`config.mk`:
```
export PLATFORM = sky130hd
export DESIGN_NAME = pipe_exc_ctrl
export DESIGN_NICKNAME = d
export VERILOG_FILES = /design/src/rtl/pipe_exc_pkg.sv /design/src/rtl/exc_prio.sv /design/src/rtl/exc_vector.sv /design/src/rtl/exc_state.sv /design/src/rtl/pipe_exc_ctrl.sv
export SDC_FILE = /design/constraint.sdc
export NUM_CORES = 1
export LEC_CHECK = 0
export BUFFER_PORTS_ARGS = -buffer_cell sky130_fd_sc_hd__buf_4
export CELL_PAD_IN_SITES_DETAIL_PLACEMENT = 0
export CELL_PAD_IN_SITES_GLOBAL_PLACEMENT = 1
export CORE_UTILIZATION = 35
export CTS_CLUSTER_DIAMETER = 150
export CTS_CLUSTER_SIZE = 40
export DETAILED_ROUTE_END_ITERATION = 10
export GPL_TIMING_DRIVEN = 0
export MAX_ROUTING_LAYER = met4
export PLACE_DENSITY_LB_ADDON = 0.12
export SYNTH_ARGS = -nofsm -noshare
export SYNTH_HDL_FRONTEND = slang
export SYNTH_HIERARCHICAL = 1
export SYNTH_SLANG_ARGS = --single-unit
```
`constraint.sdc`:
```
create_clock -name clk -period 4.2 [get_ports clk]
set_clock_uncertainty 0.05 [all_clocks]
set_input_delay 0.63 -clock clk [delete_from_list [all_inputs] [get_ports clk]]
set_output_delay 0.63 -clock clk [all_outputs]
set_load 0.005 [all_outputs]
```
`src/rtl/pipe_exc_pkg.sv`:
```
package pipe_exc_pkg;
   typedef enum logic {
      CAUSE_UNDEF = 1'b0,
      CAUSE_OVF   = 1'b1
   } exc_cause_e;
endpackage

```
`src/rtl/exc_prio.sv`:
```
module exc_prio
   import pipe_exc_pkg::*;
#(
   parameter int XLEN = 32
) (
   input  logic            clk,
   input  logic            rst_n,
   input  logic            ex_ovf,
   input  logic [XLEN-1:0] ex_pc,
   input  logic            id_undef,
   input  logic [XLEN-1:0] id_pc,
   output logic            take,
   output logic            kill_ex,
   output exc_cause_e      sel_cause,
   output logic [XLEN-1:0] sel_pc
);
   // the execute-stage instruction is older, so its fault wins
   always_comb begin
      take      = ex_ovf | id_undef;
      kill_ex   = ex_ovf;
      sel_cause = CAUSE_UNDEF;
      sel_pc    = id_pc;
      if (ex_ovf) begin
         sel_cause = CAUSE_OVF;
         sel_pc    = ex_pc;
      end
   end


   both_pick_ovf_chk: assert property (@(posedge clk) disable iff (!rst_n)
      (ex_ovf && id_undef) |-> (sel_cause == CAUSE_OVF && sel_pc == ex_pc));
endmodule

```
`src/rtl/exc_vector.sv`:
```
module exc_vector
   import pipe_exc_pkg::*;
#(
   parameter int              XLEN       = 32,
   parameter bit              VECTORED   = 1'b0,
   parameter logic [XLEN-1:0] TRAP_ADDR  = XLEN'(32'h8000_0180),
   parameter logic [XLEN-1:0] VEC_BASE   = XLEN'(32'hC000_0000),
   parameter logic [XLEN-1:0] VEC_STRIDE = XLEN'(32'h0000_0020)
) (
   input  exc_cause_e      cause_in,
   output logic [XLEN-1:0] handler
);
   generate
      if (VECTORED) begin : g_vec
         always_comb begin
            handler = VEC_BASE;
            if (cause_in == CAUSE_OVF) handler = VEC_BASE + VEC_STRIDE;
         end
      end else begin : g_fixed
         assign handler = TRAP_ADDR;
      end
   endgenerate
endmodule

```
`src/rtl/exc_state.sv`:
```
module exc_state
   import pipe_exc_pkg::*;
#(
   parameter int XLEN    = 32,
   parameter int PC_STEP = 4
) (
   input  logic            clk,
   input  logic            rst_n,
   input  logic            take,
   input  exc_cause_e      cause_in,
   input  logic [XLEN-1:0] pc_in,
   output logic [XLEN-1:0] epc_q,
   output exc_cause_e      cause_q
);
   localparam logic [XLEN-1:0] STEP = XLEN'(PC_STEP);

   always_ff @(posedge clk) begin
      if (!rst_n) begin
         epc_q   <= '0;
         cause_q <= CAUSE_UNDEF;
      end else if (take) begin
         epc_q   <= pc_in + STEP;
         cause_q <= cause_in;
      end
   end


   epc_load_chk: assert property (@(posedge clk) disable iff (!rst_n)
      take |=> (epc_q == $past(pc_in) + STEP));

   cause_load_chk: assert property (@(posedge clk) disable iff (!rst_n)
      take |=> (cause_q == $past(cause_in)));

   hold_chk: assert property (@(posedge clk) disable iff (!rst_n)
      !take |=> ($stable(epc_q) && $stable(cause_q)));
endmodule

```
`src/rtl/pipe_exc_ctrl.sv`:
```
module pipe_exc_ctrl
   import pipe_exc_pkg::*;
#(
   parameter int              XLEN       = 32,
   parameter int              PC_STEP    = 4,
   parameter bit              VECTORED   = 1'b0,
   parameter logic [XLEN-1:0] TRAP_ADDR  = XLEN'(32'h8000_0180),
   parameter logic [XLEN-1:0] VEC_BASE   = XLEN'(32'hC000_0000),
   parameter logic [XLEN-1:0] VEC_STRIDE = XLEN'(32'h0000_0020)
) (
   input  logic            clk,
   input  logic            rst_n,
   input  logic            ex_ovf,
   input  logic [XLEN-1:0] ex_pc,
   input  logic            id_undef,
   input  logic [XLEN-1:0] id_pc,
   output logic            flush_ifid,
   output logic            flush_idex,
   output logic            flush_exmem,
   output logic            pc_redirect,
   output logic [XLEN-1:0] redirect_pc,
   output logic [XLEN-1:0] epc,
   output logic            cause
);
   generate
      if (XLEN < 8) begin : g_bad_xlen
         $error("pipe_exc_ctrl: XLEN must be at least 8");
      end
      if (PC_STEP <= 0) begin : g_bad_step
         $error("pipe_exc_ctrl: PC_STEP must be positive");
      end
   endgenerate

   logic            take;
   logic            kill_ex;
   exc_cause_e      sel_cause;
   logic [XLEN-1:0] sel_pc;
   exc_cause_e      cause_q;

   exc_prio #(.XLEN(XLEN)) u_prio (
      .clk      (clk),
      .rst_n    (rst_n),
      .ex_ovf   (ex_ovf),
      .ex_pc    (ex_pc),
      .id_undef (id_undef),
      .id_pc    (id_pc),
      .take     (take),
      .kill_ex  (kill_ex),
      .sel_cause(sel_cause),
      .sel_pc   (sel_pc)
   );

   exc_vector #(
      .XLEN      (XLEN),
      .VECTORED  (VECTORED),
      .TRAP_ADDR (TRAP_ADDR),
      .VEC_BASE  (VEC_BASE),
      .VEC_STRIDE(VEC_STRIDE)
   ) u_vec (
      .cause_in(sel_cause),
      .handler (redirect_pc)
   );

   exc_state #(.XLEN(XLEN), .PC_STEP(PC_STEP)) u_state (
      .clk     (clk),
      .rst_n   (rst_n),
      .take    (take),
      .cause_in(sel_cause),
      .pc_in   (sel_pc),
      .epc_q   (epc),
      .cause_q (cause_q)
   );

   // fault in decode kills decode and fetch; fault in execute also kills execute
   assign flush_ifid  = take;
   assign flush_idex  = take;
   assign flush_exmem = kill_ex;
   assign pc_redirect = take;
   assign cause       = cause_q;


   quiet_chk: assert property (@(posedge clk) disable iff (!rst_n)
      (!ex_ovf && !id_undef) |-> (!pc_redirect && !flush_ifid && !flush_idex && !flush_exmem));

   older_kept_chk: assert property (@(posedge clk) disable iff (!rst_n)
      (id_undef && !ex_ovf) |-> (!flush_exmem && flush_idex && pc_redirect));

   ovf_flush_chk: assert property (@(posedge clk) disable iff (!rst_n)
      ex_ovf |-> (flush_exmem && flush_idex && flush_ifid && pc_redirect));
endmodule

```
After elaboration in Yosys (flattened, before gate mapping) --
Cells that the tools add are included.
Word-level totals: register bits 33, bits in latches 0, memory bits (writable) 0, bits in read-only memories 0, input bits 68, output and inout bits 69, logic and storage cells 6, memories kept 0
Cells by class: add/subtract/negate cells 1, multiply operators 0, div/mod/pow operators 0, order comparisons 0, equal/unequal tests 0, shift operators 0, mux-type cells 2, bitwise operators 1, reduce and logical (&&, ||, !) cells 0
Operators by type and width (number):
- adder 32 x 3 -> 32 bit (second input constant) | 1
- two-way mux 32 bit | 1
- two-way mux 1 bit | 1
- bitwise OR 1 bit | 1

Depth between registers and ports, before layout --
Gate-level depths: netlist (run 1).
depth in word-level cells 2, depth in mapped cells 9, mapped depth without buffers 6

Hierarchy --
Netlist (run 1), hierarchy kept.
By module, submodules not included:
- exc_state | times used 1, cells an instance 209, area each 1736.7 µm²
- exc_prio | times used 1, cells an instance 39, area each 561.8 µm²
- exc_vector | times used 1, cells an instance 34, area each 247.7 µm²
- pipe_exc_ctrl | times used 1, cells an instance 2, area each 15.0 µm²

Worst setup path after synthesis (run 1) --
No wires, ideal clock.
kind input-to-reg, from input port ex_ovf, to register u_state.epc_q[28], arrival time 2.581 ns, required time 4.076 ns, slack 1.495 ns, stages 9, cell sequence buf_6 buf_12 mux2_4 ha_1 nand2_1 or3_1 clkbuf_1 or4_1 a31oi_1
Between the ends: cells in the longest elaborated chain, start to end 2
Ends and longest elaborated chain:
- start: declaration | RTL line pipe_exc_ctrl.sv:13 | input logic ex_ovf,
- two-way mux 32 bit | RTL line exc_prio.sv:23 | if (ex_ovf) begin
- via sel_pc[2] | RTL line pipe_exc_ctrl.sv:37 | logic [XLEN-1:0] sel_pc;
- adder 32 x 3 -> 32 bit | RTL line exc_state.sv:22 | epc_q <= pc_in + STEP;
- end signal: assignment | RTL line exc_state.sv:22
- end: declaration | RTL line exc_state.sv:12 | output logic [XLEN-1:0] epc_q,
The timed path passes the listed nets, and every way through them passes these cells. A chain may end at the register's enable or synchronous reset.

Final worst setup path (run 1) --
Ends and elaborated chain as after synthesis.

==> results of run 1 <==
## stage by stage
stage	instance area, um^2	hold slack (ns)	util (%)	worst slack [ns]
6_report	3640	0.435	52.4	1.51
5_1_grt	3640	0.462	52.4	1.37
4_1_cts	3640	0.441	52.4	1.53
3_5_place_dp	3570	0.425	51.4	1.23
3_3_place_gp	3570	0.413	51.4	1.24
2_1_floorplan	2670	0.417	-	1.50
## cells in the mapped netlist (3+ instances only)
library cell / count
or4_1: 10
mux2i_1: 4
nand2b_1: 3
nor2_1: 11
xnor2_1: 8
clkbuf_1: 11
a211oi_1: 6
o31ai_1: 9
mux2_4: 29
buf_12: 3
nand3_1: 8
buf_4: 36
nand4_1: 6
inv_1: 3
nor4_1: 6
a21oi_1: 10
or3_1: 5
a31oi_1: 12
nor3_1: 5
o21ai_0: 25
nand2_1: 11
xor2_1: 5
and4_1: 5
dfxtp_1: 33
mux2_2: 4
## power by group through the flow
| stage | Clock [mW] | Sequential [mW] | Combinational [mW] |
|---|---|---|---|
| after floorplan | 0 | 0.361 | 0.165 |
| after global placement | 0 | 0.359 | 0.285 |
| after detailed placement | 0 | 0.360 | 0.287 |
| after CTS | 0.228 | 0.353 | 0.288 |
| after global routing | 0.241 | 0.356 | 0.317 |
| final | 0.222 | 0.353 | 0.287 |
## worst min path at each step
stage | slack [ns] | from | depth (start not counted) | to
after floorplan | 0.42 | u_state/epc_q[18]$_SDFFE_PN0P_ | 2 | u_state/epc_q[18]$_SDFFE_PN0P_
after detailed placement | 0.42 | u_state/epc_q[18]$_SDFFE_PN0P_ | 2 | u_state/epc_q[18]$_SDFFE_PN0P_
final | 0.44 | u_state/epc_q[7]$_SDFFE_PN0P_ | 2 | u_state/epc_q[7]$_SDFFE_PN0P_
after CTS | 0.44 | u_state/epc_q[7]$_SDFFE_PN0P_ | 2 | u_state/epc_q[7]$_SDFFE_PN0P_
after global routing | 0.46 | u_state/epc_q[2]$_SDFFE_PN0P_ | 2 | u_state/epc_q[2]$_SDFFE_PN0P_
after global placement | 0.41 | u_state/epc_q[18]$_SDFFE_PN0P_ | 2 | u_state/epc_q[18]$_SDFFE_PN0P_
## sequential cells by signal, indices dropped and copies added (netlist names)
signal and flops:
u_state/epc_q 32, u_state/cause_q 1
## worst max-delay path: stages
cell	delay (ns)
buf_6	0.13
buf_12	0.15
mux2_4	0.23
ha_1	0.28
nand2_1	0.15
or3_1	0.37
clkbuf_1	0.22
or4_1	0.50
a31oi_1	0.17
## routing by layer
| metal | part of all wire, % | wire length, um |
|---|---|---|
| met5 | 0 | 0 |
| met3 | 5.5 | 376 |
| met2 | 49 | 3380 |
| met4 | 0.70 | 48 |
| met1 | 44 | 3050 |
## layout make-up
cell class | instances | area (um^2) | share of cell area [%]
Tap cell | 96 | 120 | 3.30
Buffer | 54 | 403 | 11.1
Clock buffer | 5 | 68.8 | 1.89
Inverter | 3 | 11.3 | 0.309
Timing Repair Buffer | 103 | 773 | 21.2
Clock inverter | 1 | 5.00 | 0.137
Multi-Input combinational cell | 224 | 1600 | 43.9
Sequential cell | 33 | 661 | 18.1
## cell families after synthesis
kind of cell,count (synthesis),synth area share (%)
AOI/OAI and AO/OA,63,14.5
xor gates and xnor gates,13,4.45
adders and majority gates,1,0.488
buffers and inverters,57,16.2
DFF,33,25.8
muxes,37,20.3
other,2,0.293
and+or+nand+nor,78,18.0
==> flow_summary.json, run 1 <==
{
  "outcome": "finished, final reports clean",
  "ys_types": 37,
  "rows": 30,
  "core-area_mm2": 0.00694,
  "via_per_inst": 4.79,
  "period_minus_slack_ns": 2.69,
  "synth_enable_flop_cells": 0,
  "synth_seq_cells": 33,
  "place_inst": 513,
  "firstDrtPassIters": 4,
  "h-tree-depth": 2,
  "r2r_end": "u_state/epc_q[19]$_SDFFE_PN0P_",
  "dieArea_mm2": 0.00766,
  "dp_hpwl_mm": 5.49,
  "ys_async_sr_fraction_pct": 0,
  "cts_sinks": 33,
  "place.gp.congestion": 0.870,
  "drc": 0,
  "swShare_pct": 28.5,
  "drt_iter0_drc": 129,
  "endpoint": "u_state/epc_q[28]$_SDFFE_PN0P_",
  "root_buffer": "clkbuf_8",
  "grt_pass1_wl_mm": 11.1,
  "grt_pass1_vias": 2344,
  "p_total_uw": 862,
  "io_pins": 137,
  "combPwrFrac_pct": 33.3,
  "cts_tree": "built",
  "cts_buffer_depth": 2,
  "synthTopCellsByArea": "dfxtp_1 (26%), mux2_4 (17%), buf_4 (11%)",
  "cts_setup_buffers": 0,
  "yosys_warnings": 6,
  "cts_buffers": 5,
  "p_leak_nw": 1.69,
  "p_int_uw": 616,
  "peakVddDrop_uv": 107,
  "synth_top_area_share_pct": 25.8,
  "hold_viol": 0,
  "syn_to_final_growth_pct": 42.2,
  "power_frac_seq_pct": 41.0,
  "clk_latency_ns": 0.28,
  "finalCritPeriodShare_pct": 63.9,
  "avgSynthCellArea_um2": 9.02,
  "grt_antenna_before_repair": 0,
  "vias": 2485,
  "finalNetCount": 493,
  "crit_start": "ex_ovf",
  "p_sw_uw": 246,
  "hold_class": "register to register",
  "critPathCaptureType": "register",
  "reg2regPathDepth": 2,
  "synth_top_cell_by_area": "dfxtp_1",
  "fill_cells": 709,
  "cts_hold_buf": 0,
  "fin_cells": 519,
  "mostFrequentLayoutCells": "buf_4 (139), dfxtp_1 (33), conb_1 (32)",
  "port-buffer-count": 103,
  "grt_max_degree": 11,
  "wl_mm": 6.86,
  "fmax_mhz": 372,
  "clkPwrFrac_pct": 25.7,
  "cp_max_fo": 10,
  "setup_tns_ns": 0,
  "startpoint_type": "primary input",
  "start_util_pct": 36.9,
  "ys.flop_type": "dfxtp_1",
  "overflow": 0,
  "busiest_layer": "met2",
  "ant_nets": 0,
  "drv_cap": 0,
  "grtUsageTotal_pct": 19.1,
  "die_h_um": 87.5,
  "tightest_slew_ns": 0.519,
  "r2r-start": "u_state/epc_q[19]$_SDFFE_PN0P_",
  "clkTransAtPathRegs_ns": 0.07,
  "antennaDiodeCount": 0,
  "cts.repair.resized": 0,
  "drive_gt1_share_pct": 44.7,
  "grt_util_met3_pct": 3.86,
  "critical_path_class": "primary input to register",
  "die_w_um": 87.5,
  "grt.met2_usage_pct": 30.9,
  "ys_seq_area_share_pct": 25.8,
  "p_per_area_mw_per_mm2": 237,
  "crit_required_ns": 4.35,
  "drv_slew": 0,
  "netlist_area_mm2": 0.00256,
  "reg2reg_slack_ns": 3.38,
  "setup_viol": 0,
  "cp.arrival_ns": 2.84,
  "syn_inst": 284,
  "rsz0062_at_grt": "no",
  "use_met1_pct": 24.5,
  "wl_per_cell_um": 13.2,
  "final_common_cell": "buf_4",
  "relSlewSlack_pct": 65.4
}
No activity file was read; power rests on OpenSTA's default activity.
==> run 2, diff against run 1 <==
--- a/config.mk
+++ b/config.mk
@@ -5,10 +5,11 @@
 export SDC_FILE = /design/constraint.sdc
 export NUM_CORES = 1
 export LEC_CHECK = 0
+export ABC_AREA = 1
 export BUFFER_PORTS_ARGS = -buffer_cell sky130_fd_sc_hd__buf_4
 export CELL_PAD_IN_SITES_DETAIL_PLACEMENT = 0
 export CELL_PAD_IN_SITES_GLOBAL_PLACEMENT = 1
-export CORE_UTILIZATION = 35
+export CORE_UTILIZATION = 30
 export CTS_CLUSTER_DIAMETER = 150
 export CTS_CLUSTER_SIZE = 40
 export DETAILED_ROUTE_END_ITERATION = 10
==> constraint.sdc (replaced) <==
create_clock -name clk -period 2.55 [get_ports clk]
set_clock_uncertainty 0.05 [all_clocks]
set_input_delay 0.3825 -clock clk [delete_from_list [all_inputs] [get_ports clk]]
set_output_delay 0.3825 -clock clk [all_outputs]
set_load 0.005 [all_outputs]
==> flow_summary.json, run 2 <==
{
  "cts_buffer_depth": 2,
  "critPathCaptureType": "register",
  "place.gp.congestion": 0.911,
  "final_common_cell": "nand2_1",
  "cts.repair.resized": 0,
  "yosys.area_share.simple_pct": 45.1,
  "cts_setup_buffers": 0,
  "start_util_pct": 31.4,
  "fin_util_pct": 43.9,
  "setup_ws_ns": 0.664,
  "synth_top_family_by_area": "simple AND/OR/NAND/NOR gates",
  "wl_mm": 8.68,
  "swShare_pct": 31.9,
  "critical_path_class": "primary input to register",
  "synth_xor_area_share_pct": 2.84,
  "vias": 3164,
  "p_per_area_mw_per_mm2": 373,
  "dieArea_mm2": 0.00965,
  "firstDrtPassIters": 10,
  "drive_gt1_share_pct": 25.7,
  "synth_seq_cells": 33,
  "ys.flop_type": "dfxtp_1",
  "clkPwrFrac_pct": 26.8,
  "clkTransAtPathRegs_ns": 0.07,
  "power_frac_seq_pct": 40.0,
  "rows": 34,
  "io_pins": 137,
  "cp_max_fo": 10,
  "top_regs": "u_state/epc_q: 32 flops, u_state/cause_q: 1 flops",
  "fin_cells": 749,
  "drc": 2,
  "overflow": 0,
  "mostFrequentLayoutCells": "nand2_1 (179), buf_4 (142), nor2_1 (98)",
  "cp_slowest_cell": "ha_1",
  "synth_top_cell_by_area": "nand2_1",
  "syn_to_final_growth_pct": 39.7,
  "synth_enable_flop_cells": 0,
  "h-tree-depth": 2,
  "finalNetCount": 709,
  "outcome": "finished, violations left",
  "hold_viol": 0,
  "critPathMaxStageDelay_ns": 0.24,
  "cts_hold_buf": 0,
  "grt_max_degree": 11,
  "netlist_area_mm2": 0.00278,
  "setup_viol": 0,
  "combPwrFrac_pct": 33.2,
  "ys_types": 22,
  "die_w_um": 98.2,
  "grt_antenna_before_repair": 0,
  "violations": "design-rule violations",
  "p_int_uw": 986,
  "root_buffer": "clkbuf_8",
  "dpl_cell_area_mm2": 0.00380,
  "synth_top_area_share_pct": 24.2,
  "port-buffer-count": 103,
  "fmax_mhz": 530,
  "hold_ws_ns": 0.271,
  "cts_sinks": 33,
  "crit_required_ns": 2.69,
  "tightest_slew_ns": 0.563,
  "cp_common_cell": "nand2_1",
  "finalCritPeriodShare_pct": 74.0,
  "core-area_mm2": 0.00885,
  "reg2reg_slack_ns": 1.82,
  "p_sw_uw": 462,
  "drt_iter0_drc": 109,
  "dp_hpwl_mm": 7.24,
  "fill_cells": 981,
  "avgSynthCellArea_um2": 5.56,
  "muxShareOfSynthArea_pct": 0,
  "synthTopCellsByCount": "nand2_1 (179), nor2_1 (98), inv_1 (50), buf_4 (39), dfxtp_1 (33)",
  "synth_most_common_cell": "nand2_1",
  "ys_seq_area_share_pct": 23.8,
  "yosys_warnings": 6,
  "hold_class": "primary input to register",
  "antennaDiodeCount": 0,
  "cp.arrival_ns": 2.03,
  "synthTopCellsByArea": "nand2_1 (24%), dfxtp_1 (24%), nor2_1 (13%)",
  "startpoint_type": "primary input",
  "period_minus_slack_ns": 1.89,
  "rsz0062_at_grt": "no",
  "design_area_mm2": 0.00388,
  "place_inst": 741,
  "synth_compound_area_share_pct": 6.94,
  "relSlewSlack_pct": 62.5,
  "p_total_mw": 1.45,
  "grt_pass1_wl_mm": 13.6,
  "drv_slew": 0,
  "grt_pass1_vias": 2858,
  "grtUsageTotal_pct": 18.3,
  "regMostFlops": "u_state/epc_q",
  "cts_tree": "built",
  "synth_fa_ha_area_share_pct": 0.450,
  "p_leak_nw": 2.21,
  "pre_cts_slack_ns": 0.351,
  "largest_reg_flops": 32,
  "peakVddDrop_uv": 180,
  "setup_tns_ns": 0,
  "die_h_um": 98.2,
  "worstPathCellList": "buf_6 -> inv_4 -> buf_6 -> nand2_1 -> nand2_1 -> ha_1 -> nand3_1 -> nor2_1 -> nand2_1 -> inv_1 -> nand2_1 -> nand2_1 -> nand3_1 -> nand2_1 -> inv_1",
  "drv_cap": 0,
  "wl_per_cell_um": 11.6,
  "ant_nets": 0,
  "cts_buffers": 5,
  "clk_latency_ns": 0.29,
  "via_per_inst": 4.22,
  "ys_async_sr_fraction_pct": 0,
  "syn_inst": 500
}
## run 2: power by group through the flow
| stage | clock, mW | sequential, mW | combinational, mW |
|---|---|---|---|
| finish | 0.389 | 0.579 | 0.481 |
| detailed placement | 0 | 0.591 | 0.481 |
| CTS | 0.405 | 0.579 | 0.483 |
| global placement | 0 | 0.590 | 0.479 |
| global route | 0.433 | 0.585 | 0.537 |
| floorplan | 0 | 0.593 | 0.266 |
## run 2: cell type report
cell class	instances	area [um^2]	area share, %
Timing Repair Buffer	103	773	19.9
Sequential cell	33	661	17.0
Clock inverter	2	10.0	0.258
Multi-Input combinational cell	393	1660	42.7
Tap cell	108	135	3.48
Buffer	53	378	9.74
Inverter	51	194	5.00
Clock buffer	6	72.6	1.87
## run 2: cells by family (layout without fill, tap and decap cells)
kind of cell               after synthesis  count (layout)
adders and majority gates                1               1
xor gates and xnor gates                 9               9
other                                    2              32
AOI/OAI and AO/OA                       38              38
buffers and inverters                  104             215
DFF                                     33              33
and+or+nand+nor                        313             313
## run 2: final timing paths
path | start | endpoint | cells past startpoint
setup / recovery | ex_ovf | u_state/epc_q[28]$_SDFFE_PN0P_ | 15
hold / removal | ex_ovf | u_state/cause_q$_SDFFE_PN0P_ | 3
setup reg to reg | u_state/epc_q[11]$_SDFFE_PN0P_ | u_state/epc_q[11]$_SDFFE_PN0P_ | 4
hold reg to reg | u_state/epc_q[1]$_SDFFE_PN0P_ | u_state/epc_q[1]$_SDFFE_PN0P_ | 2
## run 2: critical path, delay by kind of cell
family                   cells  cell delay (ns)
AND/OR/NAND/NOR              9             0.91
buffers and inverters        5             0.49
adder cells (fa/ha/maj)      1             0.24
## run 2: layer usage
metal	vias to the layer above	global-route usage, %	wire, um
li1	1715	-	-
met1	1335	24.2	4290
met2	110	29.1	3860
met3	4	3.22	512
met4	0	4.36	19
met5	-	-	0
==> run 3, diff against run 2 <==
==> constraint.sdc (replaced) <==
create_clock -name clk -period 1.8 [get_ports clk]
set_clock_uncertainty 0.05 [all_clocks]
set_input_delay 0.27 -clock clk [delete_from_list [all_inputs] [get_ports clk]]
set_output_delay 0.27 -clock clk [all_outputs]
set_load 0.005 [all_outputs]
==> flow_summary.json, run 3 (synthesis results as in run 2) <==
{
  "outcome": "finished, violations left",
  "violations": "design-rule violations",
  "worstPathCellList": "buf_6 -> inv_4 -> buf_6 -> nand2_1 -> nand2_2 -> ha_2 -> nand2_1 -> nor2_1 -> nand2_2 -> nor2_2 -> nand2_1 -> nand2_1 -> nand3_1 -> nand2_1 -> inv_1",
  "drv_slew": 0,
  "relSlewSlack_pct": 63.1,
  "top_regs": "u_state/epc_q: 32 flops, u_state/cause_q: 1 flops",
  "clk_latency_ns": 0.29,
  "cts.repair.resized": 0,
  "reg2regPathDepth": 4,
  "cp_num_buf_inv": 4,
  "die_h_um": 98.2,
  "cts_tree": "built",
  "startpoint_type": "primary input",
  "hold_start": "ex_ovf",
  "setup_tns_ns": 0,
  "regMostFlops": "u_state/epc_q",
  "cp_slowest_cell": "ha_2",
  "use_met1_pct": 24.2,
  "cp.arrival_ns": 1.80,
  "wl_per_cell_um": 11.6,
  "cts_hold_buf": 0,
  "reg2reg_slack_ns": 1.07,
  "r2r-start": "u_state/epc_q[11]$_SDFFE_PN0P_",
  "grt_max_degree": 11,
  "syn_to_final_growth_pct": 40.4,
  "dp_hpwl_mm": 7.24,
  "antennaDiodeCount": 0,
  "critPathCaptureType": "register",
  "via_per_inst": 4.24,
  "rows": 34,
  "grt_pass1_vias": 2858,
  "drv_cap": 0,
  "peakVddDrop_uv": 256,
  "cp.depth": 15,
  "vias": 3178,
  "tightest_slew_ns": 0.554,
  "wl_mm": 8.67,
  "r2r_end": "u_state/epc_q[11]$_SDFFE_PN0P_",
  "hold_viol": 0,
  "fill_cells": 976,
  "cts_buffers": 5,
  "finalNetCount": 709,
  "setup_viol": 0,
  "min_to": "u_state/cause_q$_SDFFE_PN0P_",
  "drc": 6,
  "dieArea_mm2": 0.00965,
  "grt.met2_usage_pct": 29.1,
  "io_pins": 137,
  "period_minus_slack_ns": 1.66,
  "core-area_mm2": 0.00885,
  "fmax_mhz": 601,
  "critPathMaxStageDelay_ns": 0.22,
  "critical_path_class": "primary input to register",
  "p_per_area_mw_per_mm2": 526,
  "drive_gt1_share_pct": 27.0,
  "grt_util_met3_pct": 3.22,
  "grtUsageTotal_pct": 18.3,
  "p_leak_nw": 2.21,
  "crit_family": "simple AND/OR/NAND/NOR gates",
  "crit_required_ns": 1.94,
  "drt_iter0_drc": 102,
  "ant_nets": 0,
  "mostFrequentLayoutCells": "nand2_1 (177), buf_4 (142), nor2_1 (94)",
  "start_util_pct": 31.4,
  "hold_depth": 3,
  "grt_antenna_before_repair": 0,
  "busiest_layer": "met2",
  "final_common_cell": "nand2_1",
  "cp_max_fo": 10,
  "firstDrtPassIters": 9,
  "cts_sinks": 33,
  "cts_setup_buffers": 0,
  "clkTransAtPathRegs_ns": 0.07,
  "grt_pass1_wl_mm": 13.6,
  "hold_class": "primary input to register",
  "port-buffer-count": 103,
  "largest_reg_flops": 32,
  "rsz0062_at_grt": "no",
  "cts_buffer_depth": 2,
  "h-tree-depth": 2,
  "overflow": 0,
  "fin_util_pct": 44.1,
  "place.gp.congestion": 0.911,
  "root_buffer": "clkbuf_8",
  "cp_common_cell": "nand2_1",
  "die_w_um": 98.2,
  "finalCritPeriodShare_pct": 92.5
}
-- run 3: cell types whose count changed in the layout (fill, tap and decap cells not counted), moves of 2 or more --
cell	delta
nor2_2	+4
nor2_1	-4
nand2_1	-2
nand2_2	+2
-- run 3: through the flow --
| step | area (um^2) | total power [mW] | hold slack, ns | std cells | setup WS, ns |
|---|---|---|---|---|---|
| after global routing | 3900 | 2.21 | 0.156 | 749 | 0.00378 |
| after global placement | 3800 | 1.51 | 0.433 | 741 | -0.276 |
| after detailed placement | 3800 | 1.52 | 0.437 | 741 | -0.287 |
| after floorplan | 2890 | 1.22 | 0.358 | 530 | 0.0222 |
| after CTS | 3880 | 2.08 | 0.157 | 749 | 0.0188 |
| final | 3900 | 2.05 | 0.162 | 749 | 0.135 |
-- run 3: worst max path at each step --
stage               startpoint                              to  slack [ns]
floorplan               ex_ovf  u_state/epc_q[30]$_SDFFE_PN0P_        0.02
global placement        ex_ovf  u_state/epc_q[30]$_SDFFE_PN0P_       -0.28
detailed placement      ex_ovf  u_state/epc_q[28]$_SDFFE_PN0P_       -0.29
CTS                     ex_ovf  u_state/epc_q[28]$_SDFFE_PN0P_        0.02
global route            ex_ovf  u_state/epc_q[27]$_SDFFE_PN0P_       0.004
finish                  ex_ovf  u_state/epc_q[30]$_SDFFE_PN0P_        0.14
-- run 3: per-layer routing --
layer | part of all wire (%) | routed length, um
met1 | 50 | 4340
met2 | 45 | 3870
met3 | 5.2 | 455
met4 | 0.14 | 12
met5 | 0 | 0
-- run 3: tightest hold or removal path: cells and delay by family --
family / cells / cell delay, ns
buf+inv: 1 / 0.08
simple gates: 2 / 0.11
-- run 3: power breakdown --
part | internal (mW) | switching, mW | leakage [nW]
clock network | 0.268 | 0.280 | 0.0450
logic | 0.340 | 0.344 | 1.89
registers | 0.791 | 0.0295 | 0.275
total | 1.40 | 0.653 | 2.21
-- run 3: layout make-up --
type                            count  area, um^2  share of cell area [%]
Buffer                             53         378                    9.69
Tap cell                          108         135                    3.47
Sequential cell                    33         661                    16.9
Inverter                           51         194                    4.97
Timing Repair Buffer              103         773                    19.8
Clock buffer                        6        72.6                    1.86
Multi-Input combinational cell    393        1680                    43.0
Clock inverter                      2        10.0                   0.257
